## src/rtl/audtx_pkg.sv

```systemverilog
package audtx_pkg;

  typedef enum logic [1:0] {
    RATIO_256     = 2'd0,
    RATIO_384     = 2'd1,
    RATIO_512     = 2'd2,
    RATIO_512_ALT = 2'd3
  } ratio_e;

  typedef enum logic {
    CLK_MASTER = 1'b0,
    CLK_SLAVE  = 1'b1
  } clk_mode_e;

  localparam int DIV_CNT_W = 2;

  // Half bit-clock period in master-clock cycles, minus one.
  function automatic logic [DIV_CNT_W-1:0] half_limit(input logic [1:0] sel);
    logic [DIV_CNT_W-1:0] lim;
    case (ratio_e'(sel))
      RATIO_256: lim = 2'd1;
      RATIO_384: lim = 2'd2;
      default:   lim = 2'd3;
    endcase
    return lim;
  endfunction

endpackage

```

## src/rtl/audtx_master_gen.sv

```systemverilog
module audtx_master_gen
  import audtx_pkg::*;
#(
  parameter int SLOT_CNT = 32
) (
  input  logic       clk,
  input  logic       rst_n,
  input  logic       en,
  input  logic [1:0] ratio_sel,
  output logic       sclk_o,
  output logic       lrck_o,
  output logic       ev_start_o,
  output logic       ev_bit_o,
  output logic       ev_chan_o
);

  localparam int SLOT_W = $clog2(SLOT_CNT);
  localparam logic [SLOT_W-1:0] SLOT_LAST = SLOT_W'(SLOT_CNT - 1);
  localparam int RUN_W = DIV_CNT_W + 1;

  logic [DIV_CNT_W-1:0] cnt_q, cnt_d, lim;
  logic [SLOT_W-1:0]    slot_q, slot_d;
  logic                 sclk_q, sclk_d;
  logic                 lrck_q, lrck_d;
  logic                 tick, fall, wrap;

  // next state
  always_comb begin
    lim    = half_limit(ratio_sel);
    tick   = en & (cnt_q >= lim);
    fall   = tick & sclk_q;
    wrap   = (slot_q == SLOT_LAST);
    cnt_d  = cnt_q;
    sclk_d = sclk_q;
    lrck_d = lrck_q;
    slot_d = slot_q;
    if (!en) begin
      cnt_d  = '0;
      sclk_d = 1'b0;
      lrck_d = 1'b1;
      slot_d = SLOT_LAST;
    end else begin
      if (tick) begin
        cnt_d  = '0;
        sclk_d = ~sclk_q;
      end else begin
        cnt_d = cnt_q + 1'b1;
      end
      if (fall) begin
        slot_d = wrap ? '0 : slot_q + 1'b1;
        if (wrap) lrck_d = ~lrck_q;
      end
    end
  end

  // registers
  always_ff @(posedge clk or negedge rst_n) begin
    if (!rst_n) begin
      cnt_q  <= '0;
      sclk_q <= 1'b0;
      lrck_q <= 1'b1;
      slot_q <= SLOT_LAST;
    end else begin
      cnt_q  <= cnt_d;
      sclk_q <= sclk_d;
      lrck_q <= lrck_d;
      slot_q <= slot_d;
    end
  end

  assign sclk_o     = sclk_q;
  assign lrck_o     = lrck_q;
  assign ev_start_o = fall & wrap;
  assign ev_bit_o   = fall & ~wrap;
  assign ev_chan_o  = ~lrck_q;

  // Level-length tracker for the duty check.
  logic [RUN_W-1:0] run_q, run_d;
  logic [1:0]       ratio_q;
  logic             clean_q, clean_d;

  always_comb begin
    run_d   = run_q;
    clean_d = clean_q;
    if (!en || (sclk_d != sclk_q)) begin
      run_d   = '0;
      clean_d = 1'b1;
    end else if (run_q != '1) begin
      run_d = run_q + 1'b1;
    end
    if (en && (ratio_sel != ratio_q)) clean_d = 1'b0;
  end

  always_ff @(posedge clk or negedge rst_n) begin
    if (!rst_n) begin
      run_q   <= '0;
      clean_q <= 1'b1;
      ratio_q <= 2'd0;
    end else begin
      run_q   <= run_d;
      clean_q <= clean_d;
      ratio_q <= ratio_sel;
    end
  end

  AST_SCLK_HALF_PERIOD: assert property (@(posedge clk) disable iff (!rst_n)
    (en && (sclk_d != sclk_q) && clean_q && (ratio_sel == ratio_q)) |-> (run_q == RUN_W'(lim)))
    else $error("bit clock level length wrong");

  AST_LRCK_ON_SCLK_FALL: assert property (@(posedge clk) disable iff (!rst_n)
    (en && $past(en) && (lrck_q != $past(lrck_q))) |-> $fell(sclk_q))
    else $error("word select moved off a bit clock fall");

endmodule

```

## src/rtl/audtx_slave_sync.sv

```systemverilog
module audtx_slave_sync #(
  parameter int STAGES = 2
) (
  input  logic clk,
  input  logic rst_n,
  input  logic sclk_i,
  input  logic lrck_i,
  output logic ev_start_o,
  output logic ev_bit_o,
  output logic ev_chan_o
);

  logic [STAGES-1:0] sck_sync_q, lrk_sync_q;
  logic              sck_prev_q, lrk_prev_q;
  logic              sck_s, lrk_s, ledge, sfall;

  genvar g;
  generate
    for (g = 0; g < STAGES; g++) begin : g_sync
      if (g == 0) begin : g_first
        always_ff @(posedge clk or negedge rst_n) begin
          if (!rst_n) begin
            sck_sync_q[0] <= 1'b0;
            lrk_sync_q[0] <= 1'b0;
          end else begin
            sck_sync_q[0] <= sclk_i;
            lrk_sync_q[0] <= lrck_i;
          end
        end
      end else begin : g_next
        always_ff @(posedge clk or negedge rst_n) begin
          if (!rst_n) begin
            sck_sync_q[g] <= 1'b0;
            lrk_sync_q[g] <= 1'b0;
          end else begin
            sck_sync_q[g] <= sck_sync_q[g-1];
            lrk_sync_q[g] <= lrk_sync_q[g-1];
          end
        end
      end
    end
  endgenerate

  always_ff @(posedge clk or negedge rst_n) begin
    if (!rst_n) begin
      sck_prev_q <= 1'b0;
      lrk_prev_q <= 1'b0;
    end else begin
      sck_prev_q <= sck_s;
      lrk_prev_q <= lrk_s;
    end
  end

  always_comb begin
    sck_s = sck_sync_q[STAGES-1];
    lrk_s = lrk_sync_q[STAGES-1];
    ledge = lrk_s ^ lrk_prev_q;
    sfall = sck_prev_q & ~sck_s;
  end

  // A word-select edge takes precedence over a coincident bit clock fall.
  assign ev_start_o = ledge;
  assign ev_bit_o   = sfall & ~ledge;
  assign ev_chan_o  = lrk_s;

endmodule

```

## src/rtl/audtx_shifter.sv

```systemverilog
module audtx_shifter #(
  parameter int SMP_W    = 18,
  parameter int SLOT_CNT = 32
) (
  input  logic             clk,
  input  logic             rst_n,
  input  logic             ev_start_i,
  input  logic             ev_bit_i,
  input  logic             ev_chan_i,
  input  logic             smp_valid_i,
  input  logic [SMP_W-1:0] smp_left_i,
  input  logic [SMP_W-1:0] smp_right_i,
  output logic             sdata_o
);

  localparam int BIT_W = $clog2(SLOT_CNT + 1);

  logic [SMP_W-1:0] pend_l_q, pend_l_d, pend_r_q, pend_r_d;
  logic [SMP_W-1:0] hold_r_q, hold_r_d;
  logic [SMP_W-1:0] sh_q, sh_d, word;
  logic             sdata_q, sdata_d;

  // next state
  always_comb begin
    pend_l_d = smp_valid_i ? smp_left_i  : pend_l_q;
    pend_r_d = smp_valid_i ? smp_right_i : pend_r_q;
    hold_r_d = hold_r_q;
    sh_d     = sh_q;
    sdata_d  = sdata_q;
    word     = ev_chan_i ? hold_r_q : pend_l_d;
    if (ev_start_i) begin
      if (!ev_chan_i) hold_r_d = pend_r_d;
      sdata_d = word[SMP_W-1];
      sh_d    = {word[SMP_W-2:0], 1'b0};
    end else if (ev_bit_i) begin
      sdata_d = sh_q[SMP_W-1];
      sh_d    = {sh_q[SMP_W-2:0], 1'b0};
    end
  end

  // registers
  always_ff @(posedge clk or negedge rst_n) begin
    if (!rst_n) begin
      pend_l_q <= '0;
      pend_r_q <= '0;
      hold_r_q <= '0;
      sh_q     <= '0;
      sdata_q  <= 1'b0;
    end else begin
      pend_l_q <= pend_l_d;
      pend_r_q <= pend_r_d;
      hold_r_q <= hold_r_d;
      sh_q     <= sh_d;
      sdata_q  <= sdata_d;
    end
  end

  assign sdata_o = sdata_q;

  // Slot counter for the zero-tail check.
  logic [BIT_W-1:0] slot_q, slot_d;

  always_comb begin
    slot_d = slot_q;
    if (ev_start_i)                           slot_d = '0;
    else if (ev_bit_i && (slot_q != '1))      slot_d = slot_q + 1'b1;
  end

  always_ff @(posedge clk or negedge rst_n) begin
    if (!rst_n) slot_q <= '1;
    else        slot_q <= slot_d;
  end

  AST_ZERO_TAIL: assert property (@(posedge clk) disable iff (!rst_n)
    (slot_q >= BIT_W'(SMP_W)) |-> !sdata_q)
    else $error("nonzero data past the sample bits");

  AST_SDATA_ON_EVENT: assert property (@(posedge clk) disable iff (!rst_n)
    (sdata_q != $past(sdata_q)) |-> $past(ev_start_i || ev_bit_i))
    else $error("data moved without a slot event");

endmodule

```

## src/rtl/audio_serial_tx.sv

```systemverilog
module audio_serial_tx
  import audtx_pkg::*;
#(
  parameter int SMP_W       = 18,
  parameter int SLOT_CNT    = 32,
  parameter int SYNC_STAGES = 2
) (
  input  logic             mclk,
  input  logic             rst_n,
  input  logic             slave_mode,
  input  logic [1:0]       ratio_sel,
  input  logic             smp_valid,
  input  logic [SMP_W-1:0] smp_left,
  input  logic [SMP_W-1:0] smp_right,
  input  logic             sclk_in,
  input  logic             lrck_in,
  output logic             sclk_out,
  output logic             lrck_out,
  output logic             sdata
);

  clk_mode_e mode;
  logic m_start, m_bit, m_chan;
  logic s_start, s_bit, s_chan;
  logic ev_start, ev_bit, ev_chan;

  assign mode = clk_mode_e'(slave_mode);

  audtx_master_gen #(
    .SLOT_CNT (SLOT_CNT)
  ) u_gen (
    .clk        (mclk),
    .rst_n      (rst_n),
    .en         (mode == CLK_MASTER),
    .ratio_sel  (ratio_sel),
    .sclk_o     (sclk_out),
    .lrck_o     (lrck_out),
    .ev_start_o (m_start),
    .ev_bit_o   (m_bit),
    .ev_chan_o  (m_chan)
  );

  audtx_slave_sync #(
    .STAGES (SYNC_STAGES)
  ) u_sync (
    .clk        (mclk),
    .rst_n      (rst_n),
    .sclk_i     (sclk_in),
    .lrck_i     (lrck_in),
    .ev_start_o (s_start),
    .ev_bit_o   (s_bit),
    .ev_chan_o  (s_chan)
  );

  always_comb begin
    if (mode == CLK_SLAVE) begin
      ev_start = s_start;
      ev_bit   = s_bit;
      ev_chan  = s_chan;
    end else begin
      ev_start = m_start;
      ev_bit   = m_bit;
      ev_chan  = m_chan;
    end
  end

  audtx_shifter #(
    .SMP_W    (SMP_W),
    .SLOT_CNT (SLOT_CNT)
  ) u_shift (
    .clk         (mclk),
    .rst_n       (rst_n),
    .ev_start_i  (ev_start),
    .ev_bit_i    (ev_bit),
    .ev_chan_i   (ev_chan),
    .smp_valid_i (smp_valid),
    .smp_left_i  (smp_left),
    .smp_right_i (smp_right),
    .sdata_o     (sdata)
  );

  AST_SLAVE_CLOCKS_QUIET: assert property (@(posedge mclk) disable iff (!rst_n)
    slave_mode |=> (!sclk_out && lrck_out))
    else $error("generated clocks active in slave mode");

endmodule

```

## config.mk

```make
export PLATFORM = sky130hd
export DESIGN_NAME = audio_serial_tx
export DESIGN_NICKNAME = d
export VERILOG_FILES = /design/src/rtl/audtx_pkg.sv /design/src/rtl/audtx_master_gen.sv /design/src/rtl/audtx_slave_sync.sv /design/src/rtl/audtx_shifter.sv /design/src/rtl/audio_serial_tx.sv
export SDC_FILE = /design/constraint.sdc
export NUM_CORES = 1
export LEC_CHECK = 0
export ABC_AREA = 1
export BUFFER_PORTS_ARGS = -buffer_cell sky130_fd_sc_hd__buf_2
export CORE_ASPECT_RATIO = 0.9
export CORE_MARGIN = 8
export CORE_UTILIZATION = 55
export CTS_CLUSTER_DIAMETER = 60
export DETAILED_ROUTE_END_ITERATION = 8
export PLACE_DENSITY_LB_ADDON = 0.2
export SLEW_MARGIN = 20
export SYNTH_ARGS = -nofsm -noshare
export SYNTH_HDL_FRONTEND = slang
export SYNTH_SLANG_ARGS = --single-unit
```

## constraint.sdc

```tcl
create_clock -name mclk -period 2.84 [get_ports mclk]
set_clock_uncertainty 0.2 [all_clocks]
set_input_delay 0.568 -clock mclk [delete_from_list [all_inputs] [get_ports mclk]]
set_output_delay 0.568 -clock mclk [all_outputs]
set_load 0.03 [all_outputs]
```

==> qor_table.md, run 1 <==
| Quantity | Value | Unit |
|---|---|---|
| Asr flop ratio synth | 1.000 | - |
| Required time of the worst setup path | 2900 | ps |
| Number of buffers on the longest clock path | 2 | - |
| Maximum number of pins on one net before global-route repair | 53 | - |
| Average cell area after synthesis | 7.866 | um^2 |
| Logic depth of the worst path, buffers included | 10 | - |
| Worst reg2reg endpoint | u_shift.sh_q[5] | - |
| # Max-Cap Violations | 0 | - |
| Gp weighted congestion | 0.7681 | - |
| Routed wire length | 8281 | um |
| Share of the synthesized area in compound gates (AO/OA/AOI/OAI) | 0.06699 | - |
| Hold buffers post-CTS | 1 | - |
| Die X-Extent | 106.9 | um |
| Synthesized-area fraction occupied by and/or/nand/nor cells | 0.2787 | - |
| Global Route Usage Sum | 0.1735 | - |
| Post-synthesis cell count | 520 | - |
| Slack of the worst reg-to-reg path | 580 | ps |
| Number of rows in the core area | 30 | - |
| CTS Buf Count | 9 | - |
| Switching part of the total power | 0.3445 | - |
| Yosys top cell area share | 0.4956 | - |
| DPL Wire Length | 5816 | um |
| Worst-path cell chain | ha_1 -> and3_1 -> ha_1 -> inv_1 -> nand4_2 -> nand2_2 -> inv_2 -> nand3_1 -> nand2_1 -> inv_1 | - |
| Capturing instance or port of the critical path | u_shift.sh_q[5] | - |
| Area growth from synthesis to final layout | 12.45 | % |
| Endpoint arrival time on the critical path | 2320 | ps |
| Worst-margin pin slew | 510.6 | ps |
| Main combinational cell family by area after synthesis | simple AND/OR/NAND/NOR gates | - |
| TritonCTS clock tree | built | - |
| Post-synthesis share of cell area spent on xor and xnor gates | 0.004283 | - |
| Total setup violations reported at the end of the flow | 0 | - |
| Initial core utilization | 0.5531 | - |
| Count of synthesis-stage warnings from yosys | 0 | - |
| Top delay family on crit path | simple AND/OR/NAND/NOR gates | - |
| Worst path max stage delay | 560 | ps |
| Number of placed I/O pins | 47 | - |
| Number of synthesized flops with an enable pin | 0 | - |
| Worst min-delay path class | in2reg | - |
| Number of synthesized register bits | 87 | - |
| GR Overflow Total | 0 | - |
| Leading cell types by total area after synthesis | sky130_fd_sc_hd__dfrtp_1 (50%), sky130_fd_sc_hd__nand2_1 (20%), sky130_fd_sc_hd__inv_1 (7.2%) | - |
| CTS HTree Levels | 3 | - |
| Total die area | 10460 | um^2 |
| Result of the run | completed | - |
| Crit path buffers/inverters | 3 | - |
| TritonRoute pass-1 iters | 4 | - |
| Post-synthesis instance area | 4090 | um^2 |
| Category of the worst setup path capture point | flop | - |
| Cell internal pwr | 2.180 | mW |
| Count of final max-slew check failures | 0 | - |
| Proportion of power drawn by the clock network | 0.235 | - |
| Clock latency of the later-clocked register in the worst-skew pair | 370 | ps |
| Die height | 97.81 | um |
| Startpoint of the most critical register-to-register path | u_gen.slot_q[0] | - |
| Port buffer count | 46 | - |
| Post-detailed-placement cell area | 4415 | um^2 |
| Yosys cell types | 31 | - |
| Hold violation count in the final report | 0 | - |
| Number of DRC markers in iteration 0 | 106 | - |
| Area inside the core boundary | 7395 | um^2 |
| Ant diodes | 0 | - |
| Period utilisation layout | 0.7965 | - |
| Share of layout cells above drive strength 1 | 0.1541 | - |
| Gate power share | 0.272 | - |
| Number of global-route vias before repair | 3344 | - |
| Synthesized net count | 568 | - |
| NumNets Final | 614 | - |
| Multiplexer share of the synthesized area | 0 | - |
| Critical Path Source | u_gen.slot_q[0] | - |
| Sink count of the clock tree | 87 | - |
| Post-route ant nets | 0 | - |
| Leading register cell type out of synthesis | sky130_fd_sc_hd__dfrtp_1 | - |
| Worst-case reg-to-reg path depth | 10 | - |
| Count of cells resized by post-cts repair | 0 | - |
| Initial antenna violation count | 0 | - |
| Shortest period the worst path allows | 2262 | ps |
| Root Driver | sky130_fd_sc_hd__clkbuf_8 | - |
| NetSw | 1.146 | mW |
| First-pass GRT wire length | 14920 | um |
| Nature of the critical path startpoint | flop | - |
| Post-route standard cell area excluding fillers | 4599 | um^2 |
| Clock-pin slew on the worst setup and hold paths | 90 | ps |
| Via-per-instance ratio | 4.919 | - |
| Power share of the sequential group | 0.494 | - |
| Power per cell area | 723.2 | nW/um^2 |
| Average detailed-routed wire length per instance | 12.42 | um |
| Slew HR | 0.6575 | - |
| Buffers inserted during post-CTS setup optimization | 0 | - |
| Via count of the routed design | 3281 | - |
| RSZ-0062 raised after global routing | false | - |
| Adder and majority cell fraction of the synthesized area | 0.01224 | - |
| Slowest stage cell, crit path | sky130_fd_sc_hd__dfstp_2 | - |
| # fillers | 660 | - |
| Cell accounting for the most synthesized area | sky130_fd_sc_hd__dfrtp_1 | - |
| Sequential element share of the synthesized area | 0.5341 | - |
| Largest fanout on the critical path | 18 | - |
| Max Clock Freq | 0.4421 | GHz |
| Final sum of negative setup slack | 0 | ps |
| CP Class | reg2reg | - |
| Max IR drop VDD | 0.0003692 | V |
| LEAKAGE | 2.578 | nW |
| Number of design rule violations left after detail routing | 0 | - |
## flip-flops by register name, summed over array words and instances (netlist names), 2 cells and up
signal and count:
u_shift.hold_r_q 18, u_shift.pend_l_q 18, u_gen.cnt_q 2, u_shift.pend_r_q 18
u_shift.sh_q 17, u_gen.slot_q 5
## logic make-up after synthesis
kind of cell / count (synthesis)
DFF: 87
and+or+nand+nor: 276
buffers and inverters: 102
adders and majority gates: 4
AOI/OAI and AO/OA: 49
xor gates and xnor gates: 2
## worst min-delay path by stage
stage                                    start                   end  cells past startpoint
after CTS                              lrck_in  u_sync.lrk_sync_q[0]                      1
after global placement    u_sync.sck_sync_q[0]          u_sync.sck_s                      0
after floorplan                          rst_n        u_gen.cnt_q[0]                      0
after global routing                   lrck_in  u_sync.lrk_sync_q[0]                      1
final                                  lrck_in  u_sync.lrk_sync_q[0]                      1
after detailed placement  u_sync.lrk_sync_q[0]      u_sync.ev_chan_o                      0
## synth_stat cells (2+ instances only)
library cell               count
sky130_fd_sc_hd__inv_1        78
sky130_fd_sc_hd__nand3_1      37
sky130_fd_sc_hd__buf_2        13
sky130_fd_sc_hd__buf_1         2
sky130_fd_sc_hd__nand4_1       2
sky130_fd_sc_hd__a21oi_1       4
sky130_fd_sc_hd__o21ai_1       3
sky130_fd_sc_hd__o22a_1        2
sky130_fd_sc_hd__nand2_1     219
sky130_fd_sc_hd__dfstp_2       6
sky130_fd_sc_hd__nor2_1        9
sky130_fd_sc_hd__nand2_2       2
sky130_fd_sc_hd__clkbuf_2      2
sky130_fd_sc_hd__nand3_2       3
sky130_fd_sc_hd__buf_6         3
sky130_fd_sc_hd__o21ai_0      36
sky130_fd_sc_hd__ha_1          4
sky130_fd_sc_hd__inv_2         2
sky130_fd_sc_hd__dfrtp_1      81
## per-stage QoR
stage | std cells | total power [mW] | util | setup slack (ps) | hold WS, ps
after detailed placement | 650 | 2.571 | 0.5971 | 400.1 | 136.4
final | 667 | 3.327 | 0.6220 | 578.0 | 105.3
after global routing | 667 | 3.592 | 0.6220 | 327.1 | 86.45
after global placement | 650 | 2.525 | 0.5971 | 457.6 | 134.4
after CTS | 667 | 3.365 | 0.6220 | 580.8 | 92.36
after floorplan | 520 | 2.326 | - | 645.3 | 72.41
## routing by layer
metal / global-route usage / part of all wire / vias up
li1: - / - / 1679
met1: 0.2242 / 0.50 / 1540
met2: 0.2723 / 0.46 / 51
met3: 0.05135 / 0.033 / 11
met4: 0.05514 / 0.014 / 0
met5: 0 / 0 / -
## cell usage in the layout, fill, tap and decap left out, types with 3 or more instances in the layout
master	n
sky130_fd_sc_hd__nand2_1	219
sky130_fd_sc_hd__dfrtp_1	81
sky130_fd_sc_hd__inv_1	78
sky130_fd_sc_hd__buf_2	45
sky130_fd_sc_hd__nand3_1	37
sky130_fd_sc_hd__o21ai_0	36
sky130_fd_sc_hd__nor2_1	9
sky130_fd_sc_hd__clkbuf_8	9
sky130_fd_sc_hd__buf_4	8
sky130_fd_sc_hd__dfstp_2	6
sky130_fd_sc_hd__a21oi_1	4
sky130_fd_sc_hd__ha_1	4
sky130_fd_sc_hd__nand3_2	3
sky130_fd_sc_hd__o21ai_1	3
## area by class of cell
class | count | area, um^2 | area share
well taps | 96 | 120.1 | 0.02612
flip-flops and latches | 87 | 2185 | 0.4750
clock buffers | 10 | 127.6 | 0.02775
repair buffers | 56 | 335.3 | 0.07291
clock inverters | 6 | 46.29 | 0.01007
inverters | 81 | 304.0 | 0.06610
multi-input cells | 331 | 1481 | 0.3221
## power by group through the flow
stage | sequential [mW] | clock, mW | combinational (mW)
floorplan | 1.66 | 0 | 0.662
finish | 1.64 | 0.780 | 0.903
global route | 1.67 | 0.852 | 1.07
CTS | 1.64 | 0.809 | 0.912
detailed placement | 1.67 | 0 | 0.903
global placement | 1.66 | 0 | 0.868
No activity file was read; power rests on OpenSTA's default activity.
==> run 2, diff against run 1 <==
--- a/config.mk
+++ b/config.mk
@@ -9,7 +9,7 @@
 export BUFFER_PORTS_ARGS = -buffer_cell sky130_fd_sc_hd__buf_2
 export CORE_ASPECT_RATIO = 0.9
 export CORE_MARGIN = 8
-export CORE_UTILIZATION = 55
+export CORE_UTILIZATION = 52
 export CTS_CLUSTER_DIAMETER = 60
 export DETAILED_ROUTE_END_ITERATION = 8
 export PLACE_DENSITY_LB_ADDON = 0.2
==> constraint.sdc (replaced) <==
create_clock -name mclk -period 2 [get_ports mclk]
set_clock_uncertainty 0.2 [all_clocks]
set_input_delay 0.4 -clock mclk [delete_from_list [all_inputs] [get_ports mclk]]
set_output_delay 0.4 -clock mclk [all_outputs]
set_load 0.03 [all_outputs]
==> qor_table.md, run 2 (synthesized netlist as in run 1, its figures left out) <==
| Quantity | Value | Unit | Change |
|---|---|---|---|
| Result of the run | complete, but fails checks | - |  |
| Violated checks | negative setup slack | - |  |
| Total setup violations reported at the end of the flow | 11 | - | +11 |
| Nature of the critical path startpoint | flop | - |  |
| Commonest cells after routing, fill and taps aside | sky130_fd_sc_hd__nand2_1 (216), sky130_fd_sc_hd__dfrtp_1 (81), sky130_fd_sc_hd__inv_1 (78) | - |  |
| Average detailed-routed wire length per instance | 11.94 | um | -3.8% |
| Power per cell area | 1020 | nW/um^2 | +41% |
| Slowest stage cell, crit path | sky130_fd_sc_hd__dfstp_2 | - |  |
| DPL Wire Length | 5858 | um | +0.72% |
| NetSw | 1.744 | mW | +52% |
| Final setup margin | -24.31 | ps | -602.3 ps |
| Die X-Extent | 109.5 | um | +2.4% |
| Port buffer count | 46 | - | unchanged |
| Number of placed I/O pins | 47 | - | unchanged |
| Cells after DPL | 664 | - | +2.2% |
| Via count of the routed design | 3247 | - | -1.0% |
| Number of global-route vias before repair | 3262 | - | -2.5% |
| Worst path max stage delay | 570 | ps | about the same |
| Category of the worst setup path capture point | flop | - |  |
| Proportion of power drawn by the clock network | 0.240 | - | +0.005 |
| Power share of the sequential group | 0.465 | - | -0.029 |
| RSZ-0062 raised after global routing | true | - |  |
| Cell mode on critical path | sky130_fd_sc_hd__ha_4 | - |  |
| Crit path buffers/inverters | 1 | - | -2 |
| Share of layout cells above drive strength 1 | 0.2024 | - | +0.04827 |
| NumNets Final | 631 | - | +2.8% |
| Most frequent standard cell in the layout excluding fill and tap cells | sky130_fd_sc_hd__nand2_1 | - |  |
| TritonCTS clock tree | built | - |  |
| Largest regs | u_shift.hold_r_q: 18 flops, u_shift.pend_l_q: 18 flops, u_shift.pend_r_q: 18 flops | - |  |
| CTS HTree Levels | 3 | - | unchanged |
| Required time of the worst setup path | 2060 | ps | -840 ps |
| Ant diodes | 0 | - | unchanged |
| Global Route Usage Sum | 0.1653 | - | -0.008147 |
| Area inside the core boundary | 7582 | um^2 | +2.5% |
| Maximum number of pins on one net before global-route repair | 37 | - | -30% |
| Routed wire length | 8167 | um | -1.4% |
| # Max-Cap Violations | 0 | - | unchanged |
| Number of rows in the core area | 30 | - | unchanged |
| Total die area | 10960 | um^2 | +4.9% |
| Sink count of the clock tree | 87 | - | unchanged |
| Worst-margin pin slew | 518.0 | ps | +7.394 ps |
| CP Class | reg2reg | - |  |
| TritonRoute pass-1 iters | 4 | - | unchanged |
| Die height | 100.1 | um | +2.4% |
| Count of final max-slew check failures | 0 | - | unchanged |
| Cell internal pwr | 3.277 | mW | +50% |
| Largest fanout on the critical path | 24 | - | +6 |
| Design Power | 5.021 | mW | +51% |
| Dpl ws | -193.2 | ps | -593.2 ps |
| Post-route standard cell area excluding fillers | 4923 | um^2 | +7.0% |
| Gate power share | 0.295 | - | +0.023 |
| Number of DRC markers in iteration 0 | 159 | - | +50% |
| Clock-pin slew on the worst setup and hold paths | 100 | ps | about the same |
| Worst-path cell chain | ha_4 -> and3_4 -> ha_4 -> nand4_1 -> nand2_2 -> nand3_4 -> buf_12 -> nand2_1 -> o21ai_1 | - |  |
| Initial core utilization | 0.5394 | - | -0.01369 |
| Slew HR | 0.6546 | - | -0.002824 |
| Hold violation count in the final report | 0 | - | unchanged |
| Clock latency of the later-clocked register in the worst-skew pair | 370 | ps | about the same |
| Gp weighted congestion | 0.7657 | - | -0.31% |
| Number of design rule violations left after detail routing | 0 | - | unchanged |
| Shortest period the worst path allows | 2024 | ps | -237.7 ps |
| Number of standard cells in the final layout excluding fillers | 684 | - | +2.5% |
| Endpoint arrival time on the critical path | 2080 | ps | -240 ps |
| Root Driver | sky130_fd_sc_hd__clkbuf_8 | - |  |
| Number of buffers on the longest clock path | 2 | - | unchanged |
| Switching part of the total power | 0.3473 | - | +0.002818 |
| Period utilisation layout | 1.012 | - | +0.2157 |
| Via-per-instance ratio | 4.747 | - | -3.5% |
| Top delay family on crit path | simple AND/OR/NAND/NOR gates | - |  |
| Post-route ant nets | 0 | - | unchanged |
| LEAKAGE | 2.720 | nW | +5.5% |
| Max Clock Freq | 0.4940 | GHz | +12% |
| Area growth from synthesis to final layout | 20.37 | % |  |
| Worst min-delay path class | in2reg | - |  |
| CTS Buf Count | 9 | - | unchanged |
| Max IR drop VDD | 0.0004866 | V | +32% |
| First-pass GRT wire length | 14570 | um | -2.4% |
| Initial antenna violation count | 0 | - | unchanged |
| Post-detailed-placement cell area | 4631 | um^2 | +4.9% |
| GR Overflow Total | 0 | - | unchanged |
[run 2: changes by cell type in the layout (fill, tap and decap cells not counted), moves of 3 or more]
cell / before / now
sky130_fd_sc_hd__o21ai_0: 36 / 23
sky130_fd_sc_hd__o21ai_1: 3 / 16
sky130_fd_sc_hd__nand3_1: 37 / 28
sky130_fd_sc_hd__nand3_2: 3 / 12
sky130_fd_sc_hd__buf_4: 8 / 16
sky130_fd_sc_hd__buf_12: 2 / 8
sky130_fd_sc_hd__inv_8: 0 / 4
sky130_fd_sc_hd__nand2_1: 219 / 216
[run 2: power by group through the flow]
| stage | Combinational (mW) | Sequential [mW] | Clock [mW] |
|---|---|---|---|
| 2_1_floorplan | 0.982 | 2.37 | 0 |
| 3_3_place_gp | 1.39 | 2.35 | 0 |
| 3_5_place_dp | 1.44 | 2.37 | 0 |
| 4_1_cts | 1.49 | 2.34 | 1.24 |
| 5_1_grt | 1.72 | 2.38 | 1.30 |
| 6_report | 1.48 | 2.33 | 1.21 |
[run 2: repair_timing]
action,4_1_cts,5_1_grt
hold buffers,3,0
buffers inserted,1,0
hold endpoints to repair,28,0
setup endpoints to repair,35,37
gates cloned,0,0
gates resized for setup,22,5
pin swaps,1,0
[run 2: final cells by class]
| cell class | count | area (um^2) |
|---|---|---|
| Fill cell | 656 | 2659 |
| Clock inverter | 7 | 70.07 |
| Clock buffer | 9 | 123.9 |
| Multi-Input combinational cell | 331 | 1569 |
| Inverter | 81 | 309.0 |
| Tap cell | 96 | 120.1 |
| Timing Repair Buffer | 73 | 546.8 |
| Sequential cell | 87 | 2185 |
[run 2: stage by stage]
stage / setup TNS, ps / hold slack (ps) / util
floorplan: 0 / -95.59 / -
global placement: -2859 / 133.2 / 0.6107
detailed placement: -4989 / 146.3 / 0.6107
CTS: -545.9 / 38.34 / 0.6470
global route: -4723 / 39.94 / 0.6493
finish: -127.4 / 45.51 / 0.6493
[run 2: path summary, 6_finish.rpt]
check	start	to	slack, ps	cells after the start
max	u_gen.slot_q[1]	u_shift.hold_r_q[15]	-20	9
min	smp_right[15]	u_shift.pend_r_q[15]	50	3
max reg2reg	u_gen.slot_q[1]	u_shift.hold_r_q[15]	-20	9
min reg2reg	u_sync.sck_sync_q[0]	u_sync.sck_s	170	0
max in group asynchronous	rst_n	u_shift.hold_r_q[0]	740	3
min in group asynchronous	rst_n	u_shift.pend_l_q[2]	340	2
[run 2: routing by layer]
metal  wire [um]  track usage  vias up
li1            -            -     1707
met1        3971       0.2215     1481
met2        3786       0.2549       52
met3         350      0.04228        7
met4          59      0.05290        0
met5           0            0        -
[run 2: tightest hold or removal path, stage by stage]
cell	delay [ps]
sky130_fd_sc_hd__buf_2	70
sky130_fd_sc_hd__nand2_1	50
sky130_fd_sc_hd__nand2_1	70
